==> config.mk <==
export PLATFORM = sky130hd
export DESIGN_NAME = ret_stack_predictor
export DESIGN_NICKNAME = d
export VERILOG_FILES = /design/src/rtl/rsp_pkg.sv /design/src/rtl/rsp_ctrl.sv /design/src/rtl/rsp_datapath.sv /design/src/rtl/ret_stack_predictor.sv
export SDC_FILE = /design/constraint.sdc
export NUM_CORES = 1
export LEC_CHECK = 0
export ABC_AREA = 1
export BUFFER_PORTS_ARGS = -buffer_cell sky130_fd_sc_hd__buf_4
export CAP_MARGIN = 20
export CORE_UTILIZATION = 52
export CTS_CLUSTER_DIAMETER = 40
export DETAILED_ROUTE_END_ITERATION = 16
export PLACE_DENSITY = 0.83
export REMOVE_ABC_BUFFERS = 1
export SLEW_MARGIN = 40
export SYNTH_ARGS = -nofsm -noshare
export SYNTH_HDL_FRONTEND = slang
export SYNTH_SLANG_ARGS = --single-unit
==> constraint.sdc <==
create_clock -name clk -period 5.4 [get_ports clk]
set_input_delay 1.35 -clock clk [delete_from_list [all_inputs] [get_ports clk]]
set_output_delay 1.35 -clock clk [all_outputs]
set_load 0.01 [all_outputs]
==> src/rtl/rsp_pkg.sv <==
package rsp_pkg;

  typedef struct packed {
    logic push;
    logic pop;
    logic redirect;
  } rspStrobes_t;

  localparam logic [5:0] OP3_JMPL = 6'h38;
  localparam logic [4:0] REG_O7 = 5'd15;
  localparam logic [4:0] REG_I7 = 5'd31;
  localparam logic [12:0] RET_OFFSET = 13'd8;

  function automatic logic isCall(input logic [31:0] w);
    return w[31:30] == 2'b01;
  endfunction

  function automatic logic isJmpl(input logic [31:0] w);
    return (w[31:30] == 2'b10) && (w[24:19] == OP3_JMPL);
  endfunction

  function automatic logic linksO7(input logic [31:0] w);
    return isCall(w) || (isJmpl(w) && (w[29:25] == REG_O7));
  endfunction

  function automatic logic isReturn(input logic [31:0] w);
    return isJmpl(w) && w[13] && (w[12:0] == RET_OFFSET) &&
           ((w[18:14] == REG_O7) || (w[18:14] == REG_I7));
  endfunction

endpackage

==> src/rtl/rsp_ctrl.sv <==
module rsp_ctrl
  import rsp_pkg::*;
#(
  parameter int DEPTH = 8,
  localparam int IDX_W = (DEPTH > 1) ? $clog2(DEPTH) : 1,
  localparam int CNT_W = $clog2(DEPTH + 1)
) (
  input  logic              clk,
  input  logic              rst,
  input  logic              instValid,
  input  logic [31:0]       instWord,
  input  logic              resolveValid,
  input  logic              resolveMismatch,
  output rspStrobes_t       strobes,
  output logic [IDX_W-1:0]  rdIdx,
  output logic [IDX_W-1:0]  wrIdx,
  output logic              stackLive
);

  logic [IDX_W-1:0] topPtr, ptrAfterPop, ptrNext;
  logic [CNT_W-1:0] occCnt, cntAfterPop, cntNext;
  logic pushReq, popReq;

  function automatic logic [IDX_W-1:0] incIdx(input logic [IDX_W-1:0] v);
    return (v == IDX_W'(DEPTH - 1)) ? '0 : v + 1'b1;
  endfunction

  function automatic logic [IDX_W-1:0] decIdx(input logic [IDX_W-1:0] v);
    return (v == '0) ? IDX_W'(DEPTH - 1) : v - 1'b1;
  endfunction

  // decode: pop is ordered ahead of push within one instruction
  always_comb begin
    pushReq = instValid && linksO7(instWord);
    popReq  = instValid && isReturn(instWord);
  end

  always_comb begin
    ptrAfterPop = popReq ? decIdx(topPtr) : topPtr;
    ptrNext     = pushReq ? incIdx(ptrAfterPop) : ptrAfterPop;
    cntAfterPop = (popReq && occCnt != '0) ? occCnt - 1'b1 : occCnt;
    cntNext     = (pushReq && cntAfterPop != CNT_W'(DEPTH)) ? cntAfterPop + 1'b1
                                                            : cntAfterPop;
  end

  always_ff @(posedge clk) begin
    if (rst) begin
      topPtr <= '0;
      occCnt <= '0;
    end else begin
      topPtr <= ptrNext;
      occCnt <= cntNext;
    end
  end

  always_comb begin
    strobes.push     = pushReq;
    strobes.pop      = popReq;
    strobes.redirect = resolveValid && resolveMismatch;
    rdIdx            = topPtr;
    wrIdx            = incIdx(ptrAfterPop);
    stackLive        = occCnt != '0;
  end

  // occupancy saturates at the depth
  a_r7_occ_bounded: assert property (@(posedge clk) disable iff (rst)
    occCnt <= CNT_W'(DEPTH));

  // a lone push into a full stack keeps it full and moves the pointer on
  a_r7_full_push_wraps: assert property (@(posedge clk) disable iff (rst)
    (pushReq && !popReq && occCnt == CNT_W'(DEPTH)) |=>
      (occCnt == CNT_W'(DEPTH)) && (topPtr == incIdx($past(topPtr))));

  // a pop from empty leaves occupancy at zero but still moves the pointer
  a_r8_empty_pop: assert property (@(posedge clk) disable iff (rst)
    (popReq && !pushReq && occCnt == '0) |=>
      (occCnt == '0) && (topPtr == decIdx($past(topPtr))));

  // pop plus push leaves the pointer in place
  a_r9_pop_then_push: assert property (@(posedge clk) disable iff (rst)
    (popReq && pushReq) |=> $stable(topPtr) && occCnt != '0);

  // nothing moves without a valid instruction
  a_r6_idle_hold: assert property (@(posedge clk) disable iff (rst)
    !instValid |=> $stable(topPtr) && $stable(occCnt));

endmodule

==> src/rtl/rsp_datapath.sv <==
module rsp_datapath
  import rsp_pkg::*;
#(
  parameter int DEPTH = 8,
  localparam int IDX_W = (DEPTH > 1) ? $clog2(DEPTH) : 1
) (
  input  logic              clk,
  input  logic              rst,
  input  rspStrobes_t       strobes,
  input  logic [IDX_W-1:0]  rdIdx,
  input  logic [IDX_W-1:0]  wrIdx,
  input  logic              stackLive,
  input  logic [31:0]       instPc,
  input  logic [31:0]       resolveTarget,
  output logic              predHit,
  output logic [31:0]       predTarget,
  output logic              predReliable,
  output logic              redirectValid,
  output logic [31:0]       redirectTarget
);

  logic [31:0] slots [DEPTH];
  logic [31:0] linkAddr;

  assign linkAddr = instPc + 32'd8;

  for (genvar g = 0; g < DEPTH; g++) begin : gSlot
    always_ff @(posedge clk) begin
      if (strobes.push && wrIdx == IDX_W'(g))
        slots[g] <= linkAddr;
    end
  end

  // read sees the pre-write contents, so a pop-then-push predicts the old top
  always_comb begin
    predHit      = strobes.pop;
    predTarget   = slots[rdIdx];
    predReliable = strobes.pop && stackLive;
  end

  always_ff @(posedge clk) begin
    if (rst) begin
      redirectValid  <= 1'b0;
      redirectTarget <= '0;
    end else begin
      redirectValid <= strobes.redirect;
      if (strobes.redirect)
        redirectTarget <= resolveTarget;
    end
  end

  // a redirect only follows a mismatched resolution one cycle earlier
  a_r10_redirect_cause: assert property (@(posedge clk) disable iff (rst)
    redirectValid |-> $past(strobes.redirect));

  // the redirect carries the target that came with the mismatch
  a_r10_redirect_target: assert property (@(posedge clk) disable iff (rst)
    strobes.redirect |=> redirectValid && redirectTarget == $past(resolveTarget));

  // reliability is only claimed alongside a prediction
  a_r8_reliable_needs_hit: assert property (@(posedge clk) disable iff (rst)
    predReliable |-> predHit);

endmodule

==> src/rtl/ret_stack_predictor.sv <==
module ret_stack_predictor
  import rsp_pkg::*;
#(
  parameter int DEPTH = 8
) (
  input  logic        clk,
  input  logic        rst,
  input  logic        instValid,
  input  logic [31:0] instWord,
  input  logic [31:0] instPc,
  output logic        predHit,
  output logic [31:0] predTarget,
  output logic        predReliable,
  input  logic        resolveValid,
  input  logic        resolveMismatch,
  input  logic [31:0] resolveTarget,
  output logic        redirectValid,
  output logic [31:0] redirectTarget
);

  localparam int IDX_W = (DEPTH > 1) ? $clog2(DEPTH) : 1;

  rspStrobes_t      strobes;
  logic [IDX_W-1:0] rdIdx, wrIdx;
  logic             stackLive;

  rsp_ctrl #(.DEPTH(DEPTH)) u_ctrl (
    .clk             (clk),
    .rst             (rst),
    .instValid       (instValid),
    .instWord        (instWord),
    .resolveValid    (resolveValid),
    .resolveMismatch (resolveMismatch),
    .strobes         (strobes),
    .rdIdx           (rdIdx),
    .wrIdx           (wrIdx),
    .stackLive       (stackLive)
  );

  rsp_datapath #(.DEPTH(DEPTH)) u_dp (
    .clk            (clk),
    .rst            (rst),
    .strobes        (strobes),
    .rdIdx          (rdIdx),
    .wrIdx          (wrIdx),
    .stackLive      (stackLive),
    .instPc         (instPc),
    .resolveTarget  (resolveTarget),
    .predHit        (predHit),
    .predTarget     (predTarget),
    .predReliable   (predReliable),
    .redirectValid  (redirectValid),
    .redirectTarget (redirectTarget)
  );

endmodule

==> summary by stage <==
Status
The run finished with clean final reports.

Place
The cell total after placement is 1578. Timing analysis after detailed placement gives a worst setup slack of 1150 ps. In this run the tool buffered the top-level ports with 166 buffer cells.

The HPWL after detailed placement is 16700 um. At the end of routability-driven placement, the weighted congestion stood at 0.792.

Detailed routing
The routed length per placed instance is 16.9 um. The DRC violation count after routing is 0. Summed over all nets, wire length on met2 after detailed routing comes to 14100 um. For this block, the initial DRC count from the detailed router was 728. Before antenna repair, the detailed router went through 6 iterations. After detailed routing, the total wire length is 27700 um. The met1 layer wirelength in the final routing is 10700 um. Wire segments on met3 add up to 2320 um in the final route. The uppermost layer routed is met4. Summing over every cut layer, the via total after detailed routing is 8937. The detail route stage leaves a number of antenna-violating nets equal to 0. Dividing the detail-routed via count by the number of cells gives 5.45.

Global routing
The first-pass GRT wire length is 42600 um. The number of antenna violations at the first check in global routing was 0. The largest net degree at the start of global routing is 81. For this run the aggregate overflow at the end of global routing stands at 0. The via count of the first global-routing pass is 8675.

The total routing resource utilization after global routing is 22.7%.

STA
The final number of max-transition violations was 0. The count of endpoints failing setup in the final report is 0. Subtracting the final worst setup slack from the clock period gives 4450 ps. Clock skew on the completed layout was measured at 15.0 ps. At the pin with the least slew margin, the transition time is 807 ps. In the finished design, the share of the clock period the worst path needs comes to 82.4%. Across all hold checks on the routed design, the worst slack comes to 483 ps. The final hold violation count is 0. The worst slew margin relative to its limit is 46.2%.

The maximum clock frequency is 225 MHz. Setup repair after global routing left no endpoint under its margin. Once routing completed, OpenROAD measured the worst setup slack at 949 ps.

Yosys
The area fraction in compound gates after synthesis is 10.4%. After technology mapping, the gate count stands at 1133. In this run, synthesis inferred 256 flip-flops with an integrated enable. The biggest area contributor in the post-synthesis netlist is edfxtp_1. The commonest cells after synthesis are 329 x nor2_1, 256 x edfxtp_1, 162 x o21ai_0, 69 x nand2_1, 53 x clkbuf_1. Of the post-synthesis cell area, the part taken by muxes is 0%. The fraction of synthesized cell area taken by the top area cell type is 61.7%. The share of the Yosys chip area taken by registers is 68.2%. Synthesis inferred 296 register bits. Counting flops with an async set or reset pin after synthesis yields a share of 0%. In the synthesized netlist the dominant register cell turns out to be edfxtp_1. The mean cell area of the mapped netlist is 11.0 um^2. The fraction of the mapped netlist area in simple logic gates is 15.1%.

After Yosys synthesis, full adders, half adders and majority gates account for 1.00% of the synthesized area. After synthesis, the cell types taking the most area are edfxtp_1 62%, nor2_1 9.9%, o21ai_0 6.5%. The most used standard cell by instance count after synthesis is nor2_1. The main combinational cell family by area after synthesis is simple AND/OR/NAND/NOR gates.

The xor and xnor fraction of the mapped netlist area is 1.90%. The number of different library cells used by synthesis comes to 35. During synthesis, Yosys emitted a total of 0 warnings. The cell area that synthesis handed to floorplanning was 0.0125 mm^2.

Floorplanning
From bottom edge to top edge, the die measures 157 um. The cell row count is 56. The core area is 0.0235 mm^2. The number of I/O pins is 168. The chip width is 157 um.

For this configuration, the core starts out at a cell density of 53.0%. The die covers 0.0246 mm^2.

Clock network
CTS saw 296 sinks. The master cell of the clock root buffer is clkbuf_16. Post-CTS repair changed the size of 0 cells. The number of buffers inserted for hold repair after clock tree synthesis is 0.

The number of buffers inserted during clock tree synthesis is 35. The H-tree depth reported by CTS is 2. The post-CTS setup-driven buffer insertion count is 0.

The post-CTS clock slew at the launch and capture registers of the worst setup and hold paths is 50 ps. The clock latency reported for the late side of the worst-skew pair is 510 ps. TritonCTS built the clock tree. The number of buffers on the longest clock path is 3.

Worst setup path
The critical setup path kind is flip-flop to output port. Data arrives at the worst endpoint at 3100 ps. STA classifies the critical path endpoint as an output port. The required time of the worst setup path is 4050 ps.

The worst setup path is launched from a flip-flop. In this run the worst path has a maximum fanout of 51.

Min path
The kind of path behind the tightest hold check is flip-flop to flip-flop.

Layout
The number of diodes is 0. Excluding fillers, the count of instances in the completed layout stands at 1639. Compared with the post-synthesis result, the final layout area differs by 21.6%. The fraction of layout instances using a drive strength above 1 is 21.5%.

The final layout contains 1407 nets.

Pwr
The ratio of total power to cell area is 336 mW/mm^2. The analysis attributes to cell leakage a power of 0.00570 uW. After layout, the design draws a total of 5080 uW. The worst-case IR drop observed on VDD is 0.244 mV.

Run
The reported max-cap violation count is 0.
## critical path, cell delays in order (launching register included)
cell and delay, ps:
dfxtp_4 730, clkinv_2 600, buf_4 450, o21ai_0 230, o22ai_1 90, nor2_1 120
a31oi_1 110, buf_4 240
## path summary, 6_finish.rpt
kind              slack (ps)  cells after the start                              endpoint                            startpoint
hold reg to reg          480                      2  u_dp.redirectTarget[31]$_SDFFE_PP0P_  u_dp.redirectTarget[31]$_SDFFE_PP0P_
hold / removal           480                      2  u_dp.redirectTarget[31]$_SDFFE_PP0P_  u_dp.redirectTarget[31]$_SDFFE_PP0P_
setup reg to reg        1390                     10           u_dp.slots[5][23]$_DFFE_PP_            u_ctrl.rdIdx[0]$_SDFF_PP0_
setup / recovery         950                      7                        predTarget[13]            u_ctrl.rdIdx[0]$_SDFF_PP0_
## metal layers
metal	global-route usage [%]	vias to the layer above
li1	-	4267
met1	26.5	4210
met2	40.1	409
met3	5.18	51
met4	9.71	0
met5	0	-
## flip-flops by register name, indices dropped and copies added, names as in the netlist
| register | cells |
|---|---|
| u_dp.slots | 256 |
| u_dp.redirectTarget | 32 |
| u_ctrl.occCnt | 4 |
| u_ctrl.rdIdx | 3 |
| u_dp.redirectValid | 1 |
## layout by cell type, fill, tap and decap left out, types with 2 or more instances in the layout
cell and count:
nand4_1 4, nand4_4 2, nand3_1 18, nand3_2 3, nand2_2 3, a21oi_1 8
clkinvlp_4 2, inv_2 13, xor2_1 15, edfxtp_1 256, buf_4 185, a31oi_1 32
clkinv_1 2, dfxtp_1 38, nor2_1 325, xnor2_1 12, o21ai_0 162, inv_8 2
clkinv_4 3, nand2_4 2, o21a_1 2, inv_1 41, nand2_1 68, nor2_2 5
nor3_2 5, inv_6 6, o21ai_1 3, nor2_4 5, o22ai_1 32, clkbuf_1 6
clkinv_2 5, clkbuf_16 35, ha_1 10
## kinds of logic (layout without fill, tap and decap cells)
group                      after synthesis  after routing
adders and majority gates               10             10
buffers and inverters                  115            302
and+or+nand+nor                        445            445
xor gates and xnor gates                27             27
AOI/OAI and AO/OA                      240            240
DFF                                    296            296
## report_power, final
part           leakage, uW  switching (uW)  internal, uW  total, uW
sequential         0.00264            17.3          2520       2530
combinational      0.00254             218           152        370
clock             0.000527             900          1280       2180
total              0.00570            1130          3950       5080
## area by class of cell
cell class	count	area, um^2
flip-flops and latches	296	8490
clock inverters	19	169
well taps	319	399
inverters	56	213
clock buffers	42	912
repair buffers	185	1390
multi-input cells	722	3560
fillers	1705	8330
## stage by stage
step / TNS, ps / instance area (um^2) / util [%]
global placement: 0 / 14100 / 59.9
floorplan: -493820 / 12200 / -
global route: 0 / 15100 / 64.5
detailed placement: 0 / 14100 / 59.9
finish: 0 / 15100 / 64.5
CTS: 0 / 15100 / 64.5
Note: power is estimated with default switching activity, not from simulation.
